## config.mk

```make
export PLATFORM = sky130hd
export DESIGN_NAME = rise_pulse_unit
export DESIGN_NICKNAME = d
export VERILOG_FILES = /design/src/rtl/rise_pulse_pkg.sv /design/src/rtl/rise_pulse_sync.sv /design/src/rtl/rise_pulse_moore.sv /design/src/rtl/rise_pulse_mealy.sv /design/src/rtl/rise_pulse_unit.sv
export SDC_FILE = /design/constraint.sdc
export NUM_CORES = 1
export LEC_CHECK = 0
export ABC_AREA = 1
export BUFFER_PORTS_ARGS = -buffer_cell sky130_fd_sc_hd__buf_2
export CAP_MARGIN = 20
export CORE_AREA = 2 2 39 41
export CTS_CLUSTER_DIAMETER = 100
export DETAILED_ROUTE_END_ITERATION = 8
export DIE_AREA = 0 0 41 43
export MAX_ROUTING_LAYER = met4
export PLACE_DENSITY_LB_ADDON = 0.1
export SETUP_SLACK_MARGIN = 0.05
export SYNTH_ARGS = -nofsm -noshare
export SYNTH_HDL_FRONTEND = slang
export SYNTH_SLANG_ARGS = --single-unit
```

## constraint.sdc

```tcl
create_clock -name clk -period 0.8 [get_ports clk]
set_clock_uncertainty 0.05 [all_clocks]
set_input_delay 0.12 -clock clk [delete_from_list [all_inputs] [get_ports clk]]
set_output_delay 0.12 -clock clk [all_outputs]
set_load 0.1 [all_outputs]
```

## src/rtl/rise_pulse_pkg.sv

```systemverilog
// Package: shared encodings for the rising-edge pulse generator.
// Assumes: the state-only detector uses a two-bit register with one spare code.
package rise_pulse_pkg;

    typedef enum logic [1:0] {
        DET_IDLE = 2'b00,   // level low, waiting for a rise
        DET_SEEN = 2'b01,   // rise just seen, pulse cycle
        DET_HELD = 2'b11    // level high, waiting for the fall
    } det_state_e;

    // Spare code, never entered on purpose
    localparam logic [1:0] DET_SPARE = 2'b10;

endpackage

```

## src/rtl/rise_pulse_sync.sv

```systemverilog
// Module: rise_pulse_sync
// Purpose: carries an asynchronous level into the clock domain through
//          STAGES back-to-back flops; only the last flop is used downstream.
// Assumes: STAGES >= 2; synchronous active-low reset clears every stage.
module rise_pulse_sync #(
    parameter int STAGES = 2
) (
    input  logic clk,
    input  logic rst_n,
    input  logic async_in,
    output logic sync_out
);
    localparam int LAST = STAGES - 1;

    logic [LAST:0] chain;

    // Shift the raw level through the flop chain
    always_ff @(posedge clk) begin
        if (!rst_n) begin
            chain <= '0;
        end else begin
            chain <= {chain[LAST-1:0], async_in};
        end
    end

    assign sync_out = chain[LAST];

endmodule

```

## src/rtl/rise_pulse_moore.sv

```systemverilog
// Module: rise_pulse_moore
// Purpose: state-only rising-edge detector with three encoded states;
//          the pulse is decoded from the state register alone.
// Assumes: lvl is already synchronized; spare code 10 recovers to idle.
module rise_pulse_moore
    import rise_pulse_pkg::*;
(
    input  logic       clk,
    input  logic       rst_n,
    input  logic       lvl,
    output logic       pulse,
    output logic [1:0] state_q
);
    logic [1:0] state_d;

    // Minimized next-state equations, with the spare code forced to idle
    always_comb begin
        if (state_q == DET_SPARE) begin
            state_d = DET_IDLE;
        end else begin
            state_d = {lvl & state_q[0], lvl};
        end
    end

    // State register
    always_ff @(posedge clk) begin
        if (!rst_n) begin
            state_q <= DET_IDLE;
        end else begin
            state_q <= state_d;
        end
    end

    // Pulse only in the rise-seen state
    assign pulse = ~state_q[1] & state_q[0];

endmodule

```

## src/rtl/rise_pulse_mealy.sv

```systemverilog
// Module: rise_pulse_mealy
// Purpose: input-aware rising-edge detector; one bit remembers the previous
//          synchronized level and the pulse depends on it and the level.
// Assumes: lvl comes from a flop, so the combinational output cannot glitch
//          from an asynchronous source.
module rise_pulse_mealy (
    input  logic clk,
    input  logic rst_n,
    input  logic lvl,
    output logic pulse,
    output logic prev_q
);
    // Remember last cycle's synchronized level
    always_ff @(posedge clk) begin
        if (!rst_n) begin
            prev_q <= 1'b0;
        end else begin
            prev_q <= lvl;
        end
    end

    // High while the level is up and was down last cycle
    assign pulse = lvl & ~prev_q;

endmodule

```

## src/rtl/rise_pulse_unit.sv

```systemverilog
// Module: rise_pulse_unit (top)
// Purpose: synchronizes a raw level and emits one pulse per rise, using the
//          detector that USE_MEALY selects.
// Assumes: SYNC_STAGES >= 2; synchronous active-low reset.
module rise_pulse_unit #(
    parameter bit USE_MEALY   = 1'b0,
    parameter int SYNC_STAGES = 2
) (
    input  logic clk,
    input  logic rst_n,
    input  logic level_in,
    output logic pulse_out
);
    logic       sync_lvl;
    logic [1:0] state_bits;

    rise_pulse_sync #(.STAGES(SYNC_STAGES)) u_sync (
        .clk      (clk),
        .rst_n    (rst_n),
        .async_in (level_in),
        .sync_out (sync_lvl)
    );

    // Pick the detector variant at elaboration time
    generate
        if (USE_MEALY) begin : g_mealy
            logic prev_bit;
            rise_pulse_mealy u_det (
                .clk    (clk),
                .rst_n  (rst_n),
                .lvl    (sync_lvl),
                .pulse  (pulse_out),
                .prev_q (prev_bit)
            );
            assign state_bits = {1'b0, prev_bit};
        end else begin : g_moore
            rise_pulse_moore u_det (
                .clk     (clk),
                .rst_n   (rst_n),
                .lvl     (sync_lvl),
                .pulse   (pulse_out),
                .state_q (state_bits)
            );
        end
    endgenerate

endmodule

```

==> results of run 1 <==
==> worst max-delay path, stage by stage, from the launching register on <==
cell     delay, ps
dfxtp_2        320
nor2_4         120
buf_12         180
==> flip-flops by register name (all words and copies together), names as in the netlist <==
| signal | cells |
|---|---|
| g_moore.u_det.state_q | 2 |
| u_sync.chain | 2 |
==> cell usage after synthesis <==
cell / instances / area share
dfxtp_1: 4 / 0.66
a21oi_2: 1 / 0.072
nor2_1: 2 / 0.062
inv_1: 3 / 0.093
nand2_1: 2 / 0.062
nand2_2: 1 / 0.052
==> what timing repair did <==
action	4_1_cts	5_1_grt
resized for setup	1	0
endpoints found under the setup margin	1	1
buffers inserted	1	0
pin swaps	1	0
hold buffers	0	0
==> layer usage <==
| layer | global-route usage | part of all wire | vias up |
|---|---|---|---|
| li1 | - | - | 54 |
| met1 | 0.0288 | 0.41 | 45 |
| met2 | 0.0438 | 0.51 | 4 |
| met3 | 0.0157 | 0.079 | 0 |
| met4 | 0.0600 | 0 | 0 |
| met5 | - | 0 | - |
==> cell usage in the layout, fill, tap and decap left out <==
master	synthesis	layout
nor2_4	0	1
inv_2	0	1
nand2_1	2	2
clkbuf_4	0	3
nor2_1	2	1
dfxtp_2	0	2
buf_2	0	2
buf_4	0	2
nand2_2	1	1
inv_1	3	2
buf_12	0	1
a21oi_2	1	1
dfxtp_1	4	2
==> how the worst max path moves through the flow <==
| stage | to | depth (start not counted) |
|---|---|---|
| 4_1_cts | pulse_out | 3 |
| 3_5_place_dp | pulse_out | 3 |
| 6_report | pulse_out | 2 |
| 5_1_grt | pulse_out | 3 |
| 2_1_floorplan | pulse_out | 2 |
| 3_3_place_gp | pulse_out | 3 |
==> power by group <==
part	leakage, nW	switching, mW	total [mW]	internal [mW]
logic	0.0553	0.0195	0.0335	0.0140
clock network	0.0138	0.0682	0.235	0.167
registers	0.0337	0.00208	0.209	0.207
==> final cells by class <==
cell class / count / area share
clock buffer: 3 / 0.103
tap: 16 / 0.0914
timing repair buffer: 5 / 0.206
inverter: 3 / 0.0514
multi-input combinational: 6 / 0.171
sequential: 4 / 0.377
==> per-stage QoR <==
step / instances / instance area [sq um]
finish: 37 / 219
global route: 37 / 219
CTS: 37 / 219
detailed placement: 33 / 188
global placement: 33 / 188
floorplan: 13 / 130
==> logic make-up after synthesis <==
logic type	share of synthesized area
flip-flops	0.660
AND/OR/NAND/NOR	0.175
buffers and inverters	0.0928
AO/OA/AOI/OAI	0.0722
==> impl_metrics.env, run 1 <==
export IMPL_grt_use_total=0.0359
export IMPL_clk_pin_slew_ps=30
export IMPL_r2r_end="g_moore.u_det.state_q[0]"
export IMPL_finalPower_mw=0.478
export IMPL_grt_max_degree=4
export IMPL_fin_setup_tns_ps=-216
export IMPL_drtAntennaViolNets=0
export IMPL_hp_class="in -> reg"
export IMPL_period_needed_ps=1020
export IMPL_min_to="u_sync.chain[0]"
export IMPL_outcome="finished with violations"
export IMPL_hold_viol_final=0
export IMPL_synthesis_nets=16
export IMPL_clk_latency_ps=230
export IMPL_die_h_um=43
export IMPL_synth_seq_area_share=0.660
export IMPL_drive_gt1_frac=0.667
export IMPL_worstSetupStartpoint="g_moore.u_det.state_q[1]"
export IMPL_worst_slew_pin_slew_ps=92.7
export IMPL_place_congestion=0.529
export IMPL_n_fill_cell=154
export IMPL_worstPathArrival_ps=850
export IMPL_cts_buffer_depth=2
export IMPL_die_w_um=41
export IMPL_htreeDepth=1
export IMPL_violations="setup timing"
export IMPL_yosysWarningCount=0
export IMPL_coreArea_sq_um=1380
export IMPL_grt_first_pass_wirelength_um=365
export IMPL_place_ws_ps=-4.58
export IMPL_grt_pass1_vias=109
export IMPL_peakVddDrop_mv=0.537
export IMPL_worstSetupPathType="reg -> out"
export IMPL_wire_per_inst_um=5.14
export IMPL_worstSetupStartpointType="flop"
export IMPL_endpoint_kind="output pin"
export IMPL_root_buffer="clkbuf_4"
export IMPL_setup_viol=1
export IMPL_n_antenna_cell=0
export IMPL_detail_route_wirelength_um=190
export IMPL_timing_final_crit_share=1.27
export IMPL_r2r_setup_slack_ps=110
export IMPL_antenna_found_initial=0
export IMPL_finalMaxSlewViolations=0
export IMPL_placementRows=14
export IMPL_numCtsBuffers=3
export IMPL_initial_core_util=0.0877
export IMPL_max_freq_mhz=985
export IMPL_fin_util=0.158
export IMPL_relSlewSlack=0.938
export IMPL_vias_per_cell=2.78
export IMPL_synth_cells=13
export IMPL_vias=103
export IMPL_worst_ep_required_time_ps=630
export IMPL_ys_ff_latch=4
export IMPL_drc=0
export IMPL_syn_area_sq_um=121
export IMPL_cts_sinks=4
export IMPL_hp_start="level_in"
export IMPL_final_net_count=26
export IMPL_dieArea_sq_um=1760
export IMPL_rsz0062_at_grt="yes"
export IMPL_drtPass1Iterations=2
export IMPL_area_delta_synth_final_pct=80.4
export IMPL_seq_area_sq_um=82.6
export IMPL_r2r_start="g_moore.u_det.state_q[0]"
export IMPL_critPathMaxFanout=2
export IMPL_netlist_cell_type_count=6
export IMPL_tritoncts="yes"
export IMPL_setup_ws_ps=-216
export IMPL_powerDensity_nw_per_um2=2180
export IMPL_reg2regPathDepth=3
export IMPL_p_leak_nw=0.103
export IMPL_hold_slack_ps=31.1
export IMPL_multi_input_area_sq_um=37.5
export IMPL_first_iter_violations=1
export IMPL_whs_path_depth=3
export IMPL_syn_avg_cell_area_sq_um=9.34
export IMPL_io_buffers=3
export IMPL_io_pins=4
export IMPL_grt_overflow_total=0
export IMPL_drv_cap=0
Note: power is estimated with default switching activity, not from simulation.
==> run 2, diff against run 1 <==
clock period = 0.9 ns   (was 0.8 ns; I/O delays follow)
==> run 2 against run 1 <==
Effect of this change: the flow still finishes with violations (setup timing); sequential share of layout area unchanged; core utilization did not move; die area unchanged; critical path type unchanged; combinational power fell by 10%; setup slack better by 73 ps; clock-buffer cell count is the same; largest cell class unchanged; non-clock buffer count unchanged; wire length increased by 27%; total power decreased by 10%; sequential power fell by 11%; first-iteration DRC count decreased by 100%; clock power fell by 9.4%.
==> impl_metrics.env, run 2 (synthesis gave the netlist of run 1 again) <==
export IMPL_hp_class="in -> reg"
export IMPL_drive_gt1_frac=0.667
export IMPL_vias=106
export IMPL_clk_latency_ps=230
export IMPL_grt_max_degree=4
export IMPL_hold_viol_final=0
export IMPL_grt_use_total=0.0462
export IMPL_n_antenna_cell=0
export IMPL_worst_slew_pin_slew_ps=95.9
export IMPL_grt_pass1_vias=116
export IMPL_rsz0062_at_grt="yes"
export IMPL_wire_per_inst_um=6.51
export IMPL_antenna_found_initial=0
export IMPL_clk_pin_slew_ps=30
export IMPL_die_h_um=43
export IMPL_worstSetupStartpointType="flop"
export IMPL_peakVddDrop_mv=0.504
export IMPL_crit_chain="nor2_4 -> buf_12"
export IMPL_relSlewSlack=0.936
export IMPL_finalMaxSlewViolations=0
export IMPL_cts_sinks=4
export IMPL_io_buffers=3
export IMPL_outcome="finished with violations"
export IMPL_dpl_cell_area_sq_um=180
export IMPL_slowest_stage="dfxtp_2"
export IMPL_first_iter_violations=0
export IMPL_worst_ep_required_time_ps=710
export IMPL_endpoint_kind="output pin"
export IMPL_place_congestion=0.524
export IMPL_instances_no_fill=37
export IMPL_powerDensity_nw_per_um2=1960
export IMPL_violations="setup timing"
export IMPL_detail_route_wirelength_um=241
export IMPL_numCtsBuffers=3
export IMPL_die_w_um=41
export IMPL_max_freq_mhz=959
export IMPL_initial_core_util=0.0877
export IMPL_drtPass1Iterations=1
export IMPL_p_leak_nw=0.103
export IMPL_path_delay_family="flip-flops"
export IMPL_worstSetupPathType="reg -> out"
export IMPL_r2r_start="g_moore.u_det.state_q[0]"
export IMPL_fin_area_sq_um=219
export IMPL_hold_buffers=0
export IMPL_drtAntennaViolNets=0
export IMPL_critPathMaxFanout=2
export IMPL_drc=0
export IMPL_root_buffer="clkbuf_4"
export IMPL_slowest_delay_ps=330
export IMPL_cts_buffer_depth=2
export IMPL_io_pins=4
export IMPL_reg_largest_list="g_moore.u_det.state_q x2, u_sync.chain x2"
export IMPL_crit_buf_inv=1
export IMPL_fin_setup_tns_ps=-143
export IMPL_area_delta_synth_final_pct=80.4
export IMPL_coreArea_sq_um=1380
export IMPL_vias_per_cell=2.86
export IMPL_timing_final_crit_share=1.16
export IMPL_worstSetupStartpoint="g_moore.u_det.state_q[1]"
export IMPL_drv_cap=0
export IMPL_hp_start="level_in"
export IMPL_worstPathArrival_ps=860
export IMPL_period_needed_ps=1040
export IMPL_dieArea_sq_um=1760
export IMPL_grt_first_pass_wirelength_um=407
export IMPL_setup_ws_ps=-143
export IMPL_layout_commonest_cell="clkbuf_4"
export IMPL_tritoncts="yes"
export IMPL_setup_viol=1
export IMPL_dp_cells=32
export IMPL_final_net_count=26
export IMPL_grt_overflow_total=0
export IMPL_htreeDepth=1
export IMPL_placementRows=14
## run 2: cell counts in the layout (fill, tap and decap cells not counted)
Identical to the previous run, type by type.
## run 2: repair_timing
item,in CTS,in global routing
setup endpoints to repair,1,1
setup buffers,2,0
pin swaps,1,0
gates resized for setup,1,0
## run 2: per-stage QoR
step / setup WS [ps] / hold WS, ps / util / total power, mW
after floorplan: -118 / 178 / - / 0.205
after global placement: 67.9 / 271 / 0.130 / 0.217
after detailed placement: 62.2 / 277 / 0.130 / 0.218
after CTS: -161 / 31.6 / 0.158 / 0.445
after global routing: -181 / 54.0 / 0.158 / 0.459
final: -143 / 40.6 / 0.158 / 0.429
## run 2: power breakdown
part	total [mW]	leakage (nW)	switching (mW)	internal [mW]
sequential	0.186	0.0337	0.00189	0.184
combinational	0.0301	0.0553	0.0176	0.0125
clock	0.213	0.0138	0.0645	0.149
total	0.429	0.103	0.0840	0.345
## run 2: cell type report
class                      count  area [sq um]
clock buffer                   3          22.5
fill                         157          1160
inverter                       3          11.3
multi-input combinational      6          37.5
sequential                     4          82.6
tap                           16          20.0
timing repair buffer           5          45.0
## run 2: per-layer routing
layer  global-route usage  vias up  wire [um]
met5                    -        -          0
met4                0.100        0          0
met3               0.0157        0         15
met2               0.0469        4        131
met1               0.0383       48         95
li1                     -       54          -
## run 2: final timing paths
path                                            endpoint  slack [ps]  cells past startpoint
worst max-delay path                           pulse_out        -140                      2
worst min-delay path                     u_sync.chain[0]          40                      3
worst max register to register  g_moore.u_det.state_q[0]         190                      3
worst min register to register           u_sync.chain[1]         360                      2
## run 2: worst register-to-register path: cells and delay by family, from the launching register on
kind | cells | cell delay (ps)
buffers and inverters | 2 | 170
AO/OA/AOI/OAI | 1 | 110
flip-flops | 1 | 310
==> run 3, diff against run 2 <==
CELL_PAD_IN_SITES_DETAIL_PLACEMENT = 0   (was unset)
CELL_PAD_IN_SITES_GLOBAL_PLACEMENT = 1   (was unset)
GPL_TIMING_DRIVEN = 0   (was unset)
==> run 3 against run 2 <==
Effect of this change: the flow still finishes with violations (setup timing); cell count is the same; setup slack gained 11 ps; wire length shrank 21%; die area is the same; cell area is the same; sequential share of layout area is the same; clock power is essentially flat; sequential power is essentially flat; via count is the same; highest routed layer unchanged.
==> impl_metrics.env, run 3 (synthesis gave the netlist of run 1 again) <==
export IMPL_p_leak_nw=0.103
export IMPL_worstPathArrival_ps=850
export IMPL_wire_per_inst_um=5.16
export IMPL_tritoncts="yes"
export IMPL_hp_class="in -> reg"
export IMPL_setup_ws_ps=-132
export IMPL_first_iter_violations=1
export IMPL_layout_commonest_cell="clkbuf_4"
export IMPL_endpoint_kind="output pin"
export IMPL_io_buffers=3
export IMPL_path_delay_family="flip-flops"
export IMPL_violations="setup timing"
export IMPL_relSlewSlack=0.938
export IMPL_numCtsBuffers=3
export IMPL_period_needed_ps=1030
export IMPL_slowest_delay_ps=310
export IMPL_clk_latency_ps=230
export IMPL_dieArea_sq_um=1760
export IMPL_grt_pass1_vias=96
export IMPL_final_net_count=26
export IMPL_drtAntennaViolNets=0
export IMPL_die_w_um=41
export IMPL_vias_per_cell=2.86
export IMPL_crit_chain="inv_2 -> nor2_4 -> buf_12"
export IMPL_initial_core_util=0.0877
export IMPL_root_buffer="clkbuf_4"
export IMPL_detail_route_wirelength_um=191
export IMPL_grt_overflow_total=0
export IMPL_grt_max_degree=4
export IMPL_slowest_stage="dfxtp_2"
export IMPL_io_pins=4
export IMPL_cts_buffer_depth=2
export IMPL_powerDensity_nw_per_um2=1970
export IMPL_drv_cap=0
export IMPL_n_antenna_cell=0
export IMPL_drc=0
export IMPL_peakVddDrop_mv=0.370
export IMPL_timing_final_crit_share=1.15
export IMPL_hold_viol_final=0
export IMPL_worst_slew_pin_slew_ps=92.6
export IMPL_post_dp_hpwl_um=158
export IMPL_coreArea_sq_um=1380
export IMPL_grt_first_pass_wirelength_um=393
export IMPL_clk_pin_slew_ps=40
export IMPL_critPathMaxFanout=2
export IMPL_place_congestion=0.532
export IMPL_rsz0062_at_grt="yes"
export IMPL_crit_buf_inv=2
export IMPL_worstSetupStartpointType="flop"
export IMPL_reg_largest_list="g_moore.u_det.state_q x2, u_sync.chain x2"
export IMPL_drtPass1Iterations=2
export IMPL_outcome="finished with violations"
export IMPL_worst_ep_required_time_ps=710
export IMPL_hold_buffers=0
export IMPL_drive_gt1_frac=0.667
export IMPL_instances_no_fill=37
export IMPL_dp_cells=32
export IMPL_antenna_found_initial=0
export IMPL_area_delta_synth_final_pct=80.4
export IMPL_worstSetupPathType="reg -> out"
export IMPL_placementRows=14
export IMPL_fin_setup_tns_ps=-132
export IMPL_htreeDepth=1
export IMPL_setup_viol=1
export IMPL_cts_sinks=4
export IMPL_grt_use_total=0.0411
export IMPL_vias=106
export IMPL_finalMaxSlewViolations=0
export IMPL_max_freq_mhz=969
export IMPL_die_h_um=43
==> run 3: cell counts in the layout (fill, tap and decap cells not counted) <==
Identical to the previous run, type by type.
==> run 3: final cells by class <==
type / instances / area (sq um)
Tap cell: 16 / 20.0
Inverter: 3 / 11.3
Clock buffer: 3 / 22.5
Timing Repair Buffer: 5 / 45.0
Fill cell: 156 / 1160
Multi-Input combinational cell: 6 / 37.5
Sequential cell: 4 / 82.6
==> run 3: layer usage <==
layer  vias up  track usage  share of wire
met1        46       0.0481           0.43
met4         0       0.0600              0
met3         0       0.0314          0.089
li1         56            -              -
met2         4       0.0313           0.48
met5         -            -              0
==> run 3: per-stage QoR <==
step	total power [mW]	util	hold slack (ps)	worst slack (ps)	cell area (sq um)
floorplan	0.205	-	178	-118	130
global placement	0.213	0.119	271	-139	165
detailed placement	0.213	0.119	279	-141	165
CTS	0.448	0.158	30.5	-150	219
global route	0.469	0.158	60.5	-180	219
finish	0.431	0.158	41.4	-132	219
==> run 3: repair_timing <==
item                                    4_1_cts  5_1_grt
endpoints found under the setup margin        1        1
pin swaps                                     1        0
resized for setup                             5        0
buffers inserted                              2        0
cloned                                        0        0
==> run 3: worst register-to-register path, delay by kind of cell (launching register included) <==
family	cells	cell delay, ps
buffers and inverters	2	170
AO/OA/AOI/OAI	1	100
flip-flops	1	310
==> run 3: path summary, 6_finish.rpt <==
check,startpoint,endpoint,slack [ps],depth (start not counted)
setup reg to reg,g_moore.u_det.state_q[0],g_moore.u_det.state_q[0],210,3
hold reg to reg,u_sync.chain[0],u_sync.chain[1],350,2
hold / removal,level_in,u_sync.chain[0],40,3
setup / recovery,g_moore.u_det.state_q[0],pulse_out,-130,3
==> run 3: power breakdown <==
part | switching [mW] | internal [mW]
combinational | 0.0174 | 0.0125
sequential | 0.00176 | 0.184
clock | 0.0661 | 0.149
